[src/rtl/gyro_pkg.sv]
package gyro_pkg;
    localparam int FRAME_W  = 32;
    localparam int ADDR_W   = 8;
    localparam int DATA_W   = 16;
    localparam int STAT_W   = 2;
    localparam int WERR_W   = 3;
    localparam int BITCNT_W = $clog2(FRAME_W);

    // command word bit positions
    localparam int CMD_RD_BIT   = 31;
    localparam int CMD_WR_BIT   = 30;
    localparam int CMD_RATE_BIT = 29;
    localparam int ADDR_LSB     = 17;
    localparam int WDATA_LSB    = 1;

    // reply word field positions
    localparam int WERR_LSB     = 29;
    localparam int STAT_LSB     = 26;
    localparam int RATE_LSB     = 10;
    localparam int REGVAL_LSB   = 5;

    typedef enum logic [1:0] {
        KIND_RATE = 2'd0,
        KIND_RD   = 2'd1,
        KIND_WR   = 2'd2
    } req_kind_e;

    typedef enum logic [1:0] {
        S_IDLE = 2'd0,
        S_LOW  = 2'd1,
        S_HIGH = 2'd2,
        S_GAP  = 2'd3
    } seq_e;
endpackage

[src/rtl/gyro_cmd_encode.sv]
module gyro_cmd_encode
    import gyro_pkg::*;
(
    input  req_kind_e          kind,
    input  logic [ADDR_W-1:0]  addr,
    input  logic [DATA_W-1:0]  wdata,
    output logic [FRAME_W-1:0] cmd
);
    logic [FRAME_W-1:0] body;

    always_comb begin
        body = '0;
        case (kind)
            KIND_RD: begin
                body[CMD_RD_BIT] = 1'b1;
                body[ADDR_LSB +: ADDR_W] = addr;
            end
            KIND_WR: begin
                body[CMD_WR_BIT] = 1'b1;
                body[ADDR_LSB +: ADDR_W] = addr;
                body[WDATA_LSB +: DATA_W] = wdata;
            end
            default: body[CMD_RATE_BIT] = 1'b1;
        endcase
        // bit 0 makes the total count of ones odd
        cmd = {body[FRAME_W-1:1], ~(^body[FRAME_W-1:1])};
    end
endmodule

[src/rtl/gyro_resp_decode.sv]
module gyro_resp_decode
    import gyro_pkg::*;
(
    input  req_kind_e          kind,
    input  logic [FRAME_W-1:0] word,
    output logic [DATA_W-1:0]  result,
    output logic [STAT_W-1:0]  status,
    output logic [WERR_W-1:0]  werr
);
    logic unused_bits;
    assign unused_bits = ^{word[28], word[4:0]};

    always_comb begin
        result = (kind == KIND_RATE) ? word[RATE_LSB +: DATA_W]
                                     : word[REGVAL_LSB +: DATA_W];
        status = word[STAT_LSB +: STAT_W];
        werr   = (kind == KIND_WR) ? word[WERR_LSB +: WERR_W] : '0;
    end
endmodule

[src/rtl/gyro_frame_engine.sv]
module gyro_frame_engine
    import gyro_pkg::*;
#(
    parameter int CLK_FREQ_HZ = 125_000_000,
    parameter int SCLK_HALF   = 4,
    parameter int CS_GAP_CLKS = 8,
    parameter int WR_GAP_US   = 100
) (
    input  logic        clk,
    input  logic        rst_n,
    input  logic        req_valid,
    output logic        req_ready,
    input  logic [1:0]  req_kind,
    input  logic [7:0]  req_addr,
    input  logic [15:0] req_wdata,
    output logic        done,
    output logic [15:0] rd_result,
    output logic [1:0]  rd_status,
    output logic [2:0]  wr_error,
    output logic        spi_sclk,
    output logic        spi_mosi,
    input  logic        spi_miso,
    output logic        spi_cs_n
);
    localparam int WR_GAP_RAW  = (CLK_FREQ_HZ / 1000) * WR_GAP_US / 1000;
    localparam int WR_GAP_CLKS = (WR_GAP_RAW > CS_GAP_CLKS) ? WR_GAP_RAW : CS_GAP_CLKS;
    localparam int TMR_MAX     = (WR_GAP_CLKS > SCLK_HALF) ? WR_GAP_CLKS : SCLK_HALF;
    localparam int TMR_W       = $clog2(TMR_MAX + 1);

    typedef struct packed {
        seq_e                seq;
        logic [TMR_W-1:0]    tmr;
        logic [BITCNT_W-1:0] nbit;
        logic                sclk;
        logic                cs_n;
        logic [FRAME_W-1:0]  tx;
        logic [FRAME_W-1:0]  rx;
        req_kind_e           kind;
        logic                second_pending;
        logic                done;
        logic [DATA_W-1:0]   result;
        logic [STAT_W-1:0]   status;
        logic [WERR_W-1:0]   werr;
    } state_t;

    state_t st_q, st_d;

    req_kind_e          kind_in;
    logic [FRAME_W-1:0] cmd_w;
    logic [FRAME_W-1:0] rx_next;
    logic [DATA_W-1:0]  dec_result;
    logic [STAT_W-1:0]  dec_status;
    logic [WERR_W-1:0]  dec_werr;
    logic [TMR_W-1:0]   gap_last;
    logic               unused_rx_top;

    assign kind_in       = req_kind_e'(req_kind);
    assign rx_next       = {st_q.rx[FRAME_W-2:0], spi_miso};
    assign unused_rx_top = st_q.rx[FRAME_W-1];
    assign gap_last      = (st_q.kind == KIND_WR) ? TMR_W'(WR_GAP_CLKS - 1)
                                                  : TMR_W'(CS_GAP_CLKS - 1);

    gyro_cmd_encode enc_i (
        .kind  (kind_in),
        .addr  (req_addr),
        .wdata (req_wdata),
        .cmd   (cmd_w)
    );

    gyro_resp_decode dec_i (
        .kind   (st_q.kind),
        .word   (rx_next),
        .result (dec_result),
        .status (dec_status),
        .werr   (dec_werr)
    );

    always_comb begin
        st_d      = st_q;
        st_d.done = 1'b0;
        case (st_q.seq)
            S_IDLE: begin
                if (req_valid) begin
                    st_d.kind           = kind_in;
                    st_d.tx             = cmd_w;
                    st_d.cs_n           = 1'b0;
                    st_d.sclk           = 1'b0;
                    st_d.tmr            = '0;
                    st_d.nbit           = '0;
                    st_d.second_pending = (kind_in != KIND_WR);
                    st_d.seq            = S_LOW;
                end
            end
            S_LOW: begin
                if (st_q.tmr == TMR_W'(SCLK_HALF - 1)) begin
                    st_d.tmr  = '0;
                    st_d.sclk = 1'b1;
                    st_d.rx   = rx_next;
                    st_d.seq  = S_HIGH;
                    if (st_q.nbit == BITCNT_W'(FRAME_W - 1) && !st_q.second_pending) begin
                        st_d.done   = 1'b1;
                        st_d.result = dec_result;
                        st_d.status = dec_status;
                        st_d.werr   = dec_werr;
                    end
                end else begin
                    st_d.tmr = st_q.tmr + TMR_W'(1);
                end
            end
            S_HIGH: begin
                if (st_q.tmr == TMR_W'(SCLK_HALF - 1)) begin
                    st_d.tmr  = '0;
                    st_d.sclk = 1'b0;
                    if (st_q.nbit == BITCNT_W'(FRAME_W - 1)) begin
                        st_d.cs_n = 1'b1;
                        st_d.seq  = S_GAP;
                    end else begin
                        st_d.nbit = st_q.nbit + BITCNT_W'(1);
                        st_d.tx   = {st_q.tx[FRAME_W-2:0], 1'b0};
                        st_d.seq  = S_LOW;
                    end
                end else begin
                    st_d.tmr = st_q.tmr + TMR_W'(1);
                end
            end
            default: begin // S_GAP
                if (st_q.tmr == gap_last) begin
                    st_d.tmr = '0;
                    if (st_q.second_pending) begin
                        st_d.second_pending = 1'b0;
                        st_d.cs_n           = 1'b0;
                        st_d.tx             = '0;
                        st_d.nbit           = '0;
                        st_d.seq            = S_LOW;
                    end else begin
                        st_d.seq = S_IDLE;
                    end
                end else begin
                    st_d.tmr = st_q.tmr + TMR_W'(1);
                end
            end
        endcase
    end

    always_ff @(posedge clk or negedge rst_n) begin
        if (!rst_n) begin
            st_q      <= '0;
            st_q.cs_n <= 1'b1;
        end else begin
            st_q <= st_d;
        end
    end

    assign req_ready = (st_q.seq == S_IDLE);
    assign done      = st_q.done;
    assign rd_result = st_q.result;
    assign rd_status = st_q.status;
    assign wr_error  = st_q.werr;
    assign spi_sclk  = st_q.sclk;
    assign spi_mosi  = st_q.tx[FRAME_W-1];
    assign spi_cs_n  = st_q.cs_n;
endmodule

[config.mk]
export PLATFORM = sky130hd
export DESIGN_NAME = gyro_frame_engine
export DESIGN_NICKNAME = d
export VERILOG_FILES = /design/src/rtl/gyro_pkg.sv /design/src/rtl/gyro_cmd_encode.sv /design/src/rtl/gyro_resp_decode.sv /design/src/rtl/gyro_frame_engine.sv
export SDC_FILE = /design/constraint.sdc
export NUM_CORES = 1
export LEC_CHECK = 0
export ABC_AREA = 0
export BUFFER_PORTS_ARGS = -buffer_cell sky130_fd_sc_hd__buf_4
export CORE_MARGIN = 3
export CORE_UTILIZATION = 59
export DETAILED_ROUTE_END_ITERATION = 6
export PLACE_DENSITY = 0.8
export SYNTH_ARGS = -nofsm -noshare
export SYNTH_HDL_FRONTEND = slang
export SYNTH_SLANG_ARGS = --single-unit
[constraint.sdc]
create_clock -name clk -period 2.5 [get_ports clk]
set_input_delay 0 -clock clk [delete_from_list [all_inputs] [get_ports clk]]
set_output_delay 0 -clock clk [all_outputs]
set_load 0.01 [all_outputs]
# After elaboration in Yosys (flattened, before gate mapping)
# Cells that the tools add are included.
totals:
  register_bits: 111
  out_inout_bits: 26
classes:
  bitwise_logic: 3
  mux: 35
  reduce_logical: 20
  eq_ne: 14
  addsub: 2
ops:
  columns: ["operator", "n"]
  rows:
  - ["$pmux W33 S3", 1]
  - ["$mux W22", 3]
  - ["$mux W33", 2]
  - ["$mux W55", 1]
  - ["$pmux W16 S3", 1]
  - ["$mux W14", 3]
  - ["$mux W39", 1]
  - ["$mux W16", 2]
  - ["$mux W32", 1]
  - ["$reduce_xor A31 Y1", 1]
  - ["$mux W5", 3]
  - ["$pmux W5 S3", 1]
  - ["$add A14 B1 Y14 const B", 1]
  - ["$eq A14 B14 Y1", 1]
  - ["$eq A14 B2 Y1 const B", 1]
  - ["$ne A2 B2 Y1 const B", 6]
  - ["$reduce_and A6 Y1", 2]
  - ["$reduce_bool A3 Y1", 3]
  - ["$mux W1", 8]
  - ["$mux W2", 4]
  - ["$mux W8", 1]
  - ["$reduce_and A4 Y1", 2]
  - ["$eq A2 B2 Y1 const B", 3]
  - ["$reduce_and A3 Y1", 2]
  - ["other kinds (14)", 20]

# Logic depth before layout (Yosys ltp)
# Gate-level depths: netlist of the first run.
depth:
  word_depth: 7
  mapped_depth: 10
  ltp_nobuf: 8

# Modules after synthesis
# From an unflattened synthesis of the first run, not the netlist that was laid out.
unflattened:
  cells_unflattened: 500
  hier_area_um2: 6083.3
by_module_without_submodules:
  columns: ["mod", "cells_each", "instances", "area_each_um2"]
  rows:
  - ["gyro_frame_engine", 416, 1, 5320.1]
  - ["gyro_cmd_encode", 60, 1, 474.2]
  - ["gyro_resp_decode", 24, 1, 289.0]

# Worst setup path before layout of the first run
# OpenSTA, ideal clock, no wires.
synth_timing:
  path_type: "reg2reg"
  from: "register st_q[110] (netlist bit)"
  to: "register st_q[65] (netlist bit)"
  path_slack_ns: 0.414
  t_arrival_ns: 1.965
  stages_incl_launch_ff: 11
  setup_time_ns: 0.121
  n_path_buf: 2
  path_cell_list: "dfrtp_1 -> inv_1 -> ha_1 -> inv_1 -> nor2_1 -> nor2_1 -> and4_1 -> buf_2 -> buf_2 -> a22oi_1 -> nand2_1"
synth_via:
  elab_chain_len: 3
  word_cells_on_any_way: 11
  classes_between: "eq/ne (5); mux (1); bitwise (1); reduce/logical (4)"
synth_lines:
  columns: ["item", "line_no", "rtl"]
  rows:
  - ["start, declared", "gyro_frame_engine.sv:46", "state_t st_q, st_d;"]
  - ["start signal, assigned", "gyro_frame_engine.sv:150", "st_q <= st_d;"]
  - ["$logic_not A2 Y1 *", null, null]
  - ["named net req_ready", "gyro_frame_engine.sv:12", "output logic req_ready,"]
  - ["$ne A2 B2 Y1 (no source line) or $reduce_bool A3 Y1 (tied branches)", null, null]
  - ["$reduce_and A6 Y1 (no source line)", null, null]
# The timed path passes the listed nets; every way through them passes the cells marked *.
# A chain may end at the register's enable or synchronous reset.

# Worst setup path in the final report of the first run
layout_timing:
  from: "register st_q[96] (netlist bit)"
  to: "register st_q[87] (netlist bit)"
layout_via:
  elab_chain_len: 3
  word_cells_on_any_way: 5
  classes_between: "eq/ne (3); reduce/logical (2)"
layout_lines:
  columns: ["item", "line_no"]
  rows:
  - ["$eq A14 B2 Y1 or $eq A14 B14 Y1 (tied branches)", "gyro_frame_engine.sv:111, gyro_frame_engine.sv:127"]
  - ["$ne A2 B2 Y1 (no source line) or $reduce_bool A3 Y1 (tied branches)", null]
  - ["$reduce_and A6 Y1 (no source line) *", null]
# Mark *: on every way between the ends. The rest lies on a longest branch, timed or not.

==> reports/metrics.csv, run 1 <==
stage,metric,value,unit
status,outcome,finished clean,
setup_path,Worst EP required,2760,ps
clocking,CTS tree,done,
timing,crit share post-route,0.934,
drt,Pre-antenna DRT Iters,4,
pwr,P_leak,3.00,nW
timing,Worst Tran Pin Value,780,ps
synth,syn avg cell area,10.3,sq um
die,DIE AREA,0.0102,sq mm
drt,Routed WL,10.8,mm
timing,final hold slack,243,ps
flow_run,Max-Cap Viols,0,
setup_path,crit path DAT,2590,ps
synth,Netlist cell types,44,
setup_path,r2r startpoint,st_q[96]$_DFFE_PN0P_,
synth,top-area cell type share of the netlist area,0.516,
finish,final core occ,0.712,
synth,Post-Synth XOR/XNOR Area,0.0544,
die,# rows,34,
die,I/O pin total,56,
finish,synthesis-to-layout area growth,16.8,%
pwr,Psw,1.73,mW
finish,FF/Latch Area,0.00278,sq mm
worst_hold_path,worst min-delay path class,input port to asynchronous set/reset pin,
clocking,clock tree buffer depth,2,
finish,Antenna diodes,0,
finish,Final #Nets,620,
timing,Slew headroom,0.480,
die,Die Wd,101,um
synth,register area share after synthesis,0.521,
synth,Yosys warning count,0,
synth,cell taking the most area after synthesis,dfrtp_1,
place,Post-DP HPWL,7.22,mm
setup_path,endpoint class of the critical path,flip-flop,
clocking,total CTS buffers,9,
synth,Post-Synthesis Cell Area,0.00534,sq mm
synth,ys async rst share,1.00,
finish,final instance area,0.00624,sq mm
pwr,total power,4.75,mW
finish,layout cell share with drive strength beyond 1,0.212,
clocking,clock sink total,111,
drt,Antenna Nets Post-Route,0,
pwr,internal power,3.02,mW
timing,min Tclk post-route,2330,ps
synth,Most used DFF post-synth,dfrtp_1,
synth,Seq cells post-synth,111,
timing,setup_tns,0,ps
timing,Post-Route Skew,12.8,ps
setup_path,CP Class,flip-flop to flip-flop,
setup_path,number of cells on the critical path,7,
setup_path,crit-path cells,"ha_1, nor3b_1, nand2_1, a2111oi_2, o311ai_4, buf_4, a211o_1",
clocking,H-tree Lvls,3,
synth,Synth area leaders,"dfrtp_1 (52%), mux2_2 (7.2%), nand2_1 (7.1%), o21ai_0 (4.4%), a22oi_1 (3.8%)",
pwr,Comb power frac,0.329,
setup_path,crit path max-delay cell type,a2111oi_2,
global_routing,first-pass GRT wire length,18.5,mm
place,final RePlAce weighted congestion,0.844,
drt,vias,3915,
drt,wire per inst,15.5,um
synth,Synth Area in Compound Gates,0.106,
place,Port Buf Inserts,55,
place,"Cell Area, Placed",0.00576,sq mm
synth,Mapped Nets,555,
global_routing,pin count of the biggest net entering global routing,61,
pwr,Sequential Power Share,0.465,
finish,area of the multi-input gates,0.00228,sq mm
global_routing,initial antenna violation count,0,
timing,fin. max-slew vios,0,
die,Initial Util,0.609,
synth,Post-Synth Simple-Gate Area,0.134,
setup_path,worst setup path start,st_q[96]$_DFFE_PN0P_,
clocking,"Clk pin slew, worst setup/hold paths",100,ps
synth,Post-synth EDFFs,0,
die,Die Span Y,101,um
pwr,clock power share,0.207,
drt,drt initial violations,198,
global_routing,vias in the first global route,3957,
drt,DRC viols,0,
setup_path,"slowest stage delay, CP",480,ps
die,core region area,0.00876,sq mm
finish,Fill cells,655,
global_routing,Total GRT Usage,0.226,
global_routing,global route overflow,0,
drt,via/cell ratio,5.65,
timing,Hold Fails Final Rpt,0,
clocking,clk_lat worst skew,370,ps
timing,final setup fails,0,
setup_path,Worst Path Buf+Inv,1,
pwr,Sw Ratio,0.364,
pwr,Pwr Density,762,mW/mm^2
setup_path,FF-to-FF path depth,7,
setup_path,Startpoint Class,flip-flop,
synth,synthesized netlist cell count,516,
setup_path,crit-path max FO,24,
synth,proportion of synthesized area in mux cells,0.107,
synth,largest family of logic cells by synthesized area,simple AND/OR/NAND/NOR gates,
pwr,VDD IR-drop max,0.000545,V
synth,Synth Area in Adders,0.0211,
timing,RSZ-0062 raised after global routing,no,
clocking,clk root buf,clkbuf_8,
timing,f_max,428,MHz
setup_path,critical path's top delay family,compound AO/OA/AOI/OAI gates,
==> Yosys cell counts, types with 7 or more instances <==
| cell type | count |
|---|---|
| dfrtp_1 | 110 |
| nand2_1 | 101 |
| o21ai_0 | 47 |
| mux2_2 | 34 |
| a22oi_1 | 27 |
| nor2_1 | 24 |
| buf_4 | 21 |
| xnor2_1 | 20 |
| mux2i_1 | 19 |
| clkbuf_1 | 14 |
| inv_1 | 14 |
| a21oi_1 | 10 |
| ha_1 | 9 |
| nand3_1 | 9 |
| xor2_1 | 8 |
| buf_2 | 7 |
| nand4_1 | 7 |
==> metal layers <==
metal  up-vias  global-route usage  part of all wire
li1       1879                   -                 -
met1      1883               0.292              0.43
met2       131               0.386              0.50
met3        22              0.0457             0.050
met4         0              0.0695             0.021
met5         -                   0                 0
==> layout make-up <==
class                           count  share of cell area
Timing Repair Buffer               97               0.131
Clock buffer                        9              0.0199
Clock inverter                      6             0.00762
Tap cell                          108              0.0217
Inverter                           14             0.00843
Multi-Input combinational cell    348               0.366
Sequential cell                   111               0.446
==> per-stage QoR <==
stage	worst slack [ps]	cells
final	166	693
after detailed placement	154	648
after CTS	111	693
after global placement	244	648
after floorplan	414	516
after global routing	17.9	693
==> layout by cell type (no fill, tap or decap), types with 14 or more instances in the layout <==
master         instances
mux2i_1               19
nand2_1              101
o21ai_0               46
dfrtp_1              110
xnor2_1               20
mux2_2                34
inv_1                 14
a22oi_1               27
nor2_1                23
dlygate4sd3_1         30
buf_4                 66
==> worst register-to-register path, stage by stage, from the launching register on <==
cell and delay [ps]:
dfrtp_1 390, ha_1 210, nor3b_1 250, nand2_1 140, a2111oi_2 480, o311ai_4 180, buf_4 250, a211o_1 310
==> registers in the layout (all words and copies together) (netlist names) <==
signal	cells
st_q	55
rx_next	31
rd_result	16
wr_error	3
rd_status	2
done	1
spi_cs_n	1
spi_mosi	1
spi_sclk	1
==> power groups by stage <==
stage	sequential, mW	combinational [mW]	clock [mW]
floorplan	2.20	1.06	0
global placement	2.22	1.44	0
detailed placement	2.23	1.50	0
CTS	2.20	1.55	1.01
global route	2.23	1.75	1.06
finish	2.21	1.56	0.982
==> path summary, 6_finish.rpt <==
path	endpoint	slack (ps)
min	st_q[106]$_DFFE_PN0P_	240
max reg2reg	st_q[87]$_DFFE_PN0P_	170
min in group clk	rx_next[1]$_DFFE_PN0P_	400
min reg2reg	st_q[58]$_DFFE_PN0P_	490
max	st_q[87]$_DFFE_PN0P_	170
max in group asynchronous	rd_result[2]$_DFFE_PN0P_	1510
==> cell families (layout without fill, tap and decap cells) <==
logic type,after synthesis,after routing
AND/OR/NAND/NOR,163,163
flip-flops,111,111
AO/OA/AOI/OAI,93,93
buffers and inverters,57,126
multiplexers,53,53
XOR/XNOR,30,30
adder cells (fa/ha/maj),9,9
==> what timing repair did <==
item,in CTS,in global routing
endpoints found under the setup margin,0,13
hold buffers,30,0
hold endpoints to repair,87,0
setup buffers,0,0
gates resized for setup,0,2
Note: power is estimated with default switching activity, not from simulation.
==> run 2, diff against run 1 <==
CELL_PAD_IN_SITES_DETAIL_PLACEMENT = 1   (was default)
CELL_PAD_IN_SITES_GLOBAL_PLACEMENT = 2   (was default)
CORE_UTILIZATION = 30   (was 59)
PLACE_DENSITY = default   (was 0.8)
PLACE_DENSITY_LB_ADDON = 0.1   (was default)
==> reports/metrics.csv, run 2 (synthesis gave the netlist of run 1 again) <==
stage,metric,value,unit
setup_path,crit-path max FO,24,
timing,crit share post-route,0.933,
drt,vias,3883,
finish,"most common cell after layout, fill and taps aside",dfrtp_1,
status,outcome,finished clean,
timing,fin. max-slew vios,0,
clocking,total CTS buffers,9,
die,core region area,0.0174,sq mm
finish,final core occ,0.381,
timing,Worst Tran Pin Value,727,ps
pwr,VDD IR-drop max,0.000425,V
place,Post-DP HPWL,8.54,mm
setup_path,crit path max-delay cell type,o311ai_4,
drt,via/cell ratio,4.74,
finish,Final #Nets,628,
timing,Hold Fails Final Rpt,0,
drt,DRC viols,0,
setup_path,crit-path cells,"ha_1, nor3b_2, nand2_1, a2111oi_2, buf_4, o311ai_4, buf_12, nor2_1, a211o_1",
clocking,clk_lat worst skew,360,ps
finish,synthesis-to-layout area growth,23.9,%
setup_path,"slowest stage delay, CP",490,ps
timing,f_max,429,MHz
clocking,H-tree Lvls,3,
die,Die Wd,139,um
timing,min Tclk post-route,2330,ps
pwr,clock power share,0.269,
place,final RePlAce weighted congestion,0.758,
drt,Routed WL,12.6,mm
clocking,clock tree buffer depth,2,
global_routing,vias in the first global route,4150,
setup_path,Startpoint Class,flip-flop,
setup_path,crit path DAT,2580,ps
pwr,Comb power frac,0.322,
drt,wire per inst,15.3,um
setup_path,endpoint class of the critical path,flip-flop,
place,Port Buf Inserts,55,
pwr,Sw Ratio,0.356,
worst_hold_path,worst min-delay path class,input port to flip-flop,
drt,drt initial violations,148,
finish,Fill cells,1939,
drt,Pre-antenna DRT Iters,4,
setup_path,Worst EP required,2750,ps
pwr,internal power,3.48,mW
global_routing,pin count of the biggest net entering global routing,50,
timing,Slew headroom,0.509,
timing,final hold slack,10.4,ps
setup_path,critical path's top delay family,compound AO/OA/AOI/OAI gates,
finish,layout cell share with drive strength beyond 1,0.234,
drt,Antenna Nets Post-Route,0,
clocking,"Clk pin slew, worst setup/hold paths",80,ps
pwr,Psw,1.92,mW
die,DIE AREA,0.0194,sq mm
global_routing,global route overflow,0,
clocking,CTS tree,done,
setup_path,Worst Path Buf+Inv,2,
timing,final setup fails,0,
pwr,Pwr Density,818,mW/mm^2
timing,RSZ-0062 raised after global routing,no,
timing,setup_tns,0,ps
global_routing,initial antenna violation count,0,
die,I/O pin total,56,
flow_run,Max-Cap Viols,0,
timing,Post-Route Skew,9.98,ps
die,# rows,48,
global_routing,Total GRT Usage,0.136,
finish,max FFs per register,55,
clocking,clock sink total,111,
pwr,Sequential Power Share,0.410,
finish,Antenna diodes,0,
global_routing,first-pass GRT wire length,21.5,mm
finish,Top reg by flops,st_q,
die,Initial Util,0.308,
finish,most frequent cells in the layout,"dfrtp_1 (110), nand2_1 (101), buf_4 (73)",
setup_path,CP Class,flip-flop to flip-flop,
pwr,P_leak,3.13,nW
clocking,clk root buf,clkbuf_16,
die,Die Span Y,139,um
run 2: cell count changes in the layout (fill, tap and decap cells not counted), moves of 2 or more:
| cell | delta |
|---|---|
| clkinv_4 | -3 |
| clkbuf_8 | -9 |
| clkbuf_16 | +10 |
| dlygate4sd3_1 | -2 |
| buf_4 | +7 |
| clkinv_8 | +2 |
run 2: stage by stage:
stage	cells	total power, mW	setup slack (ps)	area (sq um)
6_report	819	5.40	168	6610
5_1_grt	819	5.82	21.6	6610
4_1_cts	816	5.43	53.5	6550
3_5_place_dp	772	3.89	73.9	5970
3_3_place_gp	772	3.86	146	5970
2_1_floorplan	516	3.26	414	5340
run 2: area by class of cell:
type | instances | area [sq um] | area share
Clock inverter | 7 | 73.8 | 0.0112
Clock buffer | 9 | 225 | 0.0341
Timing Repair Buffer | 105 | 898 | 0.136
Multi-Input combinational cell | 348 | 2300 | 0.348
Sequential cell | 111 | 2780 | 0.420
Tap cell | 225 | 282 | 0.0426
Inverter | 14 | 52.6 | 0.00795
run 2: final timing paths:
path	endpoint	cells after the start	from	slack (ps)
worst max-delay path	st_q[87]$_DFFE_PN0P_	9	st_q[96]$_DFFE_PN0P_	170
max in group asynchronous	st_q[84]$_DFFE_PN0P_	3	rst_n	1550
worst min-delay path	st_q[22]$_DFFE_PN0P_	3	req_valid	10
min in group asynchronous	st_q[103]$_DFFE_PN0P_	2	rst_n	220
worst min register to register	st_q[67]$_DFFE_PN0P_	2	st_q[67]$_DFFE_PN0P_	480
worst max register to register	st_q[87]$_DFFE_PN0P_	9	st_q[96]$_DFFE_PN0P_	170
run 2: timing repair:
item / 4_1_cts / 5_1_grt
endpoints found under the hold margin: 69 / 0
gates resized for setup: 0 / 6
endpoints found under the setup margin: 0 / 35
setup buffers: 0 / 2
hold buffers: 28 / 0
run 2: metal layers:
layer,track usage,up-vias,wire length [um]
met3,0.0237,15,312
met5,0,-,0
met2,0.219,54,6040
met4,0.0494,0,210
li1,-,1902,-
met1,0.184,1912,6010
run 2: worst reg2reg max path: stages, from the launching register on:
cell	delay, ps
dfrtp_1	410
ha_1	250
nor3b_2	180
nand2_1	140
a2111oi_2	60
buf_4	160
o311ai_4	490
buf_12	220
nor2_1	60
a211o_1	250
run 2: power groups by stage:
stage / clock network (mW) / logic [mW] / registers [mW]
2_1_floorplan: 0 / 1.06 / 2.20
3_3_place_gp: 0 / 1.62 / 2.24
3_5_place_dp: 0 / 1.65 / 2.25
4_1_cts: 1.53 / 1.68 / 2.22
5_1_grt: 1.60 / 1.97 / 2.25
6_report: 1.45 / 1.74 / 2.21
==> run 3, diff against run 2 <==
SLEW_MARGIN = 30   (was default)
SYNTH_HIERARCHICAL = 1   (was default)
==> reports/metrics.csv, run 3 <==
stage,metric,value,unit
synth,"top cells by count, synth","dfrtp_1 (110), mux2_2 (46), a22o_1 (31), mux2_1 (29), mux2_4 (29)",
setup_path,r2r setup slk,200,ps
finish,Final #Nets,577,
clocking,clock tree buffer depth,2,
setup_path,worst setup path start,st_q[96]$_DFFE_PN0P_,
clocking,CTS tree,done,
worst_hold_path,worst min-delay path class,input port to flip-flop,
global_routing,first-pass GRT wire length,21.7,mm
global_routing,Total GRT Usage,0.123,
timing,Hold Fails Final Rpt,0,
synth,Synth area leaders,"dfrtp_1 (45%), mux2_2 (8.5%), mux2_4 (7.2%), mux2_1 (5.4%), a22o_1 (4.5%)",
finish,Fill cells,2119,
die,# rows,51,
synth,cell taking the most area after synthesis,dfrtp_1,
synth,Post-synth EDFFs,0,
synth,Most used DFF post-synth,dfrtp_1,
setup_path,crit path max-delay cell type,dfrtp_1,
pwr,P_leak,3.35,nW
place,Post-DP HPWL,8.92,mm
setup_path,CP Class,flip-flop to flip-flop,
clocking,total CTS buffers,9,
timing,f_max,434,MHz
setup_path,crit path DAT,2550,ps
finish,Top reg by flops,st_q,
synth,most frequent cell after synthesis,dfrtp_1,
synth,Post-Synthesis Cell Area,0.00608,sq mm
status,outcome,finished clean,
synth,syn avg cell area,12.2,sq um
place,final RePlAce weighted congestion,0.687,
setup_path,r2r startpoint,st_q[96]$_DFFE_PN0P_,
die,Die Wd,148,um
global_routing,global route overflow,0,
timing,final setup fails,0,
timing,fin. max-slew vios,0,
finish,final instance area,0.00699,sq mm
die,I/O pin total,56,
die,Die Span Y,148,um
drt,vias,3768,
setup_path,endpoint class of the critical path,flip-flop,
timing,min Tclk post-route,2300,ps
pwr,VDD IR-drop max,0.000422,V
timing,crit share post-route,0.922,
timing,Slew headroom,0.591,
setup_path,FF-to-FF path depth,7,
setup_path,reg2reg end,spi_mosi$_DFFE_PN0P_,
finish,"most common cell after layout, fill and taps aside",dfrtp_1,
die,DIE AREA,0.0220,sq mm
synth,Yosys warning count,6,
setup_path,crit-path cells,"ha_1, nor4b_4, nand4_1, o21a_1, a21oi_4, buf_12, mux2_2",
setup_path,crit-path max FO,35,
pwr,Pwr Density,839,mW/mm^2
drt,drt initial violations,142,
synth,Seq cells post-synth,111,
finish,layout cell share with drive strength beyond 1,0.323,
timing,Worst Tran Pin Value,608,ps
pwr,total power,5.86,mW
drt,Routed WL,12.9,mm
place,"Cell Area, Placed",0.00665,sq mm
clocking,clk_lat worst skew,350,ps
finish,synthesis-to-layout area growth,14.9,%
timing,Post-Route Skew,4.76,ps
worst_hold_path,Hold Path Depth,3,
drt,via/cell ratio,4.67,
place,Port Buf Inserts,55,
clocking,H-tree Lvls,3,
synth,Netlist cell types,61,
setup_path,Worst EP required,2740,ps
synth,ys async rst share,1.00,
drt,wire per inst,16.0,um
clocking,clk root buf,clkbuf_16,
timing,setup_tns,0,ps
finish,max FFs per register,55,
clocking,post-CTS setup buffer count,0,
synth,synthesized netlist cell count,500,
global_routing,vias in the first global route,4115,
synth,register area share after synthesis,0.457,
drt,Antenna Nets Post-Route,0,
drt,Pre-antenna DRT Iters,4,
global_routing,initial antenna violation count,0,
die,core region area,0.0197,sq mm
synth,top-area cell type share of the netlist area,0.452,
setup_path,CP endpoint,spi_mosi$_DFFE_PN0P_,
global_routing,pin count of the biggest net entering global routing,57,
finish,most frequent cells in the layout,"dfrtp_1 (110), buf_4 (68), mux2_2 (46)",
setup_path,Startpoint Class,flip-flop,
clocking,clock sink total,111,
clocking,"Clk pin slew, worst setup/hold paths",80,ps
finish,Antenna diodes,0,
setup_path,"slowest stage delay, CP",390,ps
drt,DRC viols,0,
die,Initial Util,0.309,
flow_run,Max-Cap Viols,0,
timing,RSZ-0062 raised after global routing,no,
-- run 3: cell types whose count changed after synthesis, sizes merged, moves of 8 or more --
cell	before	now
and2	1	21
mux2	34	104
nor2	25	17
a22o	0	31
nor2b	1	12
a22oi	27	1
buf	29	37
nand2	101	21
mux2i	19	4
o21ai	47	7
-- run 3: worst max-delay path: cells and delay by family, from the launching register on --
kind                     cells  cell delay [ps]
adder cells (fa/ha/maj)      1              220
buffers and inverters        1              250
flip-flops                   1              390
multiplexers                 1              360
AO/OA/AOI/OAI                2              430
AND/OR/NAND/NOR              2              530
-- run 3: how the worst min path moves through the flow --
stage	startpoint	to	slack, ps
3_5_place_dp	rst_n	rd_status[1]$_DFFE_PN0P_	-50
6_report	req_valid	st_q[24]$_DFFE_PN0P_	60
3_3_place_gp	rst_n	rd_status[1]$_DFFE_PN0P_	-50
2_1_floorplan	rst_n	done$_DFF_PN0_	-300
5_1_grt	req_valid	st_q[23]$_DFFE_PN0P_	60
4_1_cts	req_valid	st_q[24]$_DFFE_PN0P_	50
-- run 3: routing by layer --
| layer | part of all wire | routed length, um | up-vias | track usage |
|---|---|---|---|---|
| met3 | 0.026 | 331 | 7 | 0.0247 |
| li1 | - | - | 1808 | - |
| met4 | 0.011 | 148 | 0 | 0.0346 |
| met1 | 0.49 | 6280 | 1909 | 0.162 |
| met2 | 0.48 | 6170 | 44 | 0.207 |
| met5 | 0 | 0 | - | 0 |
-- run 3: cell families (layout without fill, tap and decap cells) --
group / after synthesis / in the layout / synth area share
xor gates and xnor gates: 32 / 32 / 0.0520
DFF: 111 / 111 / 0.457
AOI/OAI and AO/OA: 66 / 66 / 0.0831
adders and majority gates: 10 / 10 / 0.0206
and+or+nand+nor: 108 / 108 / 0.104
other: 1 / 4 / 0.000616
buffers and inverters: 64 / 103 / 0.0654
muxes: 108 / 108 / 0.217
-- run 3: final cells by class --
class / instances / area, sq um / share of cell area
Clock buffer: 11 / 243 / 0.0347
Clock inverter: 5 / 51.3 / 0.00734
Inverter: 11 / 41.3 / 0.00591
Multi-Input combinational cell: 328 / 2920 / 0.418
Sequential cell: 111 / 2780 / 0.398
Tap cell: 265 / 332 / 0.0474
Timing Repair Buffer: 76 / 622 / 0.0890
-- run 3: metrics by stage --
stage	util	hold WS (ps)	std cells	setup WS, ps
4_1_cts	0.354	49.0	807	100
2_1_floorplan	-	-296	503	137
6_report	0.354	62.4	807	196
5_1_grt	0.354	56.2	807	28.1
3_5_place_dp	0.337	-53.6	787	110
3_3_place_gp	0.337	-50.9	787	173
-- run 3: report_power, final --
group	internal [mW]	switching, mW
clock	0.725	0.717
sequential	2.14	0.223
combinational	0.939	1.12
total	3.80	2.06
-- run 3: timing repair --
item,CTS,global route
gates resized for setup,0,2
endpoints found under the hold margin,84,0
hold buffers,4,0
endpoints found under the setup margin,0,32
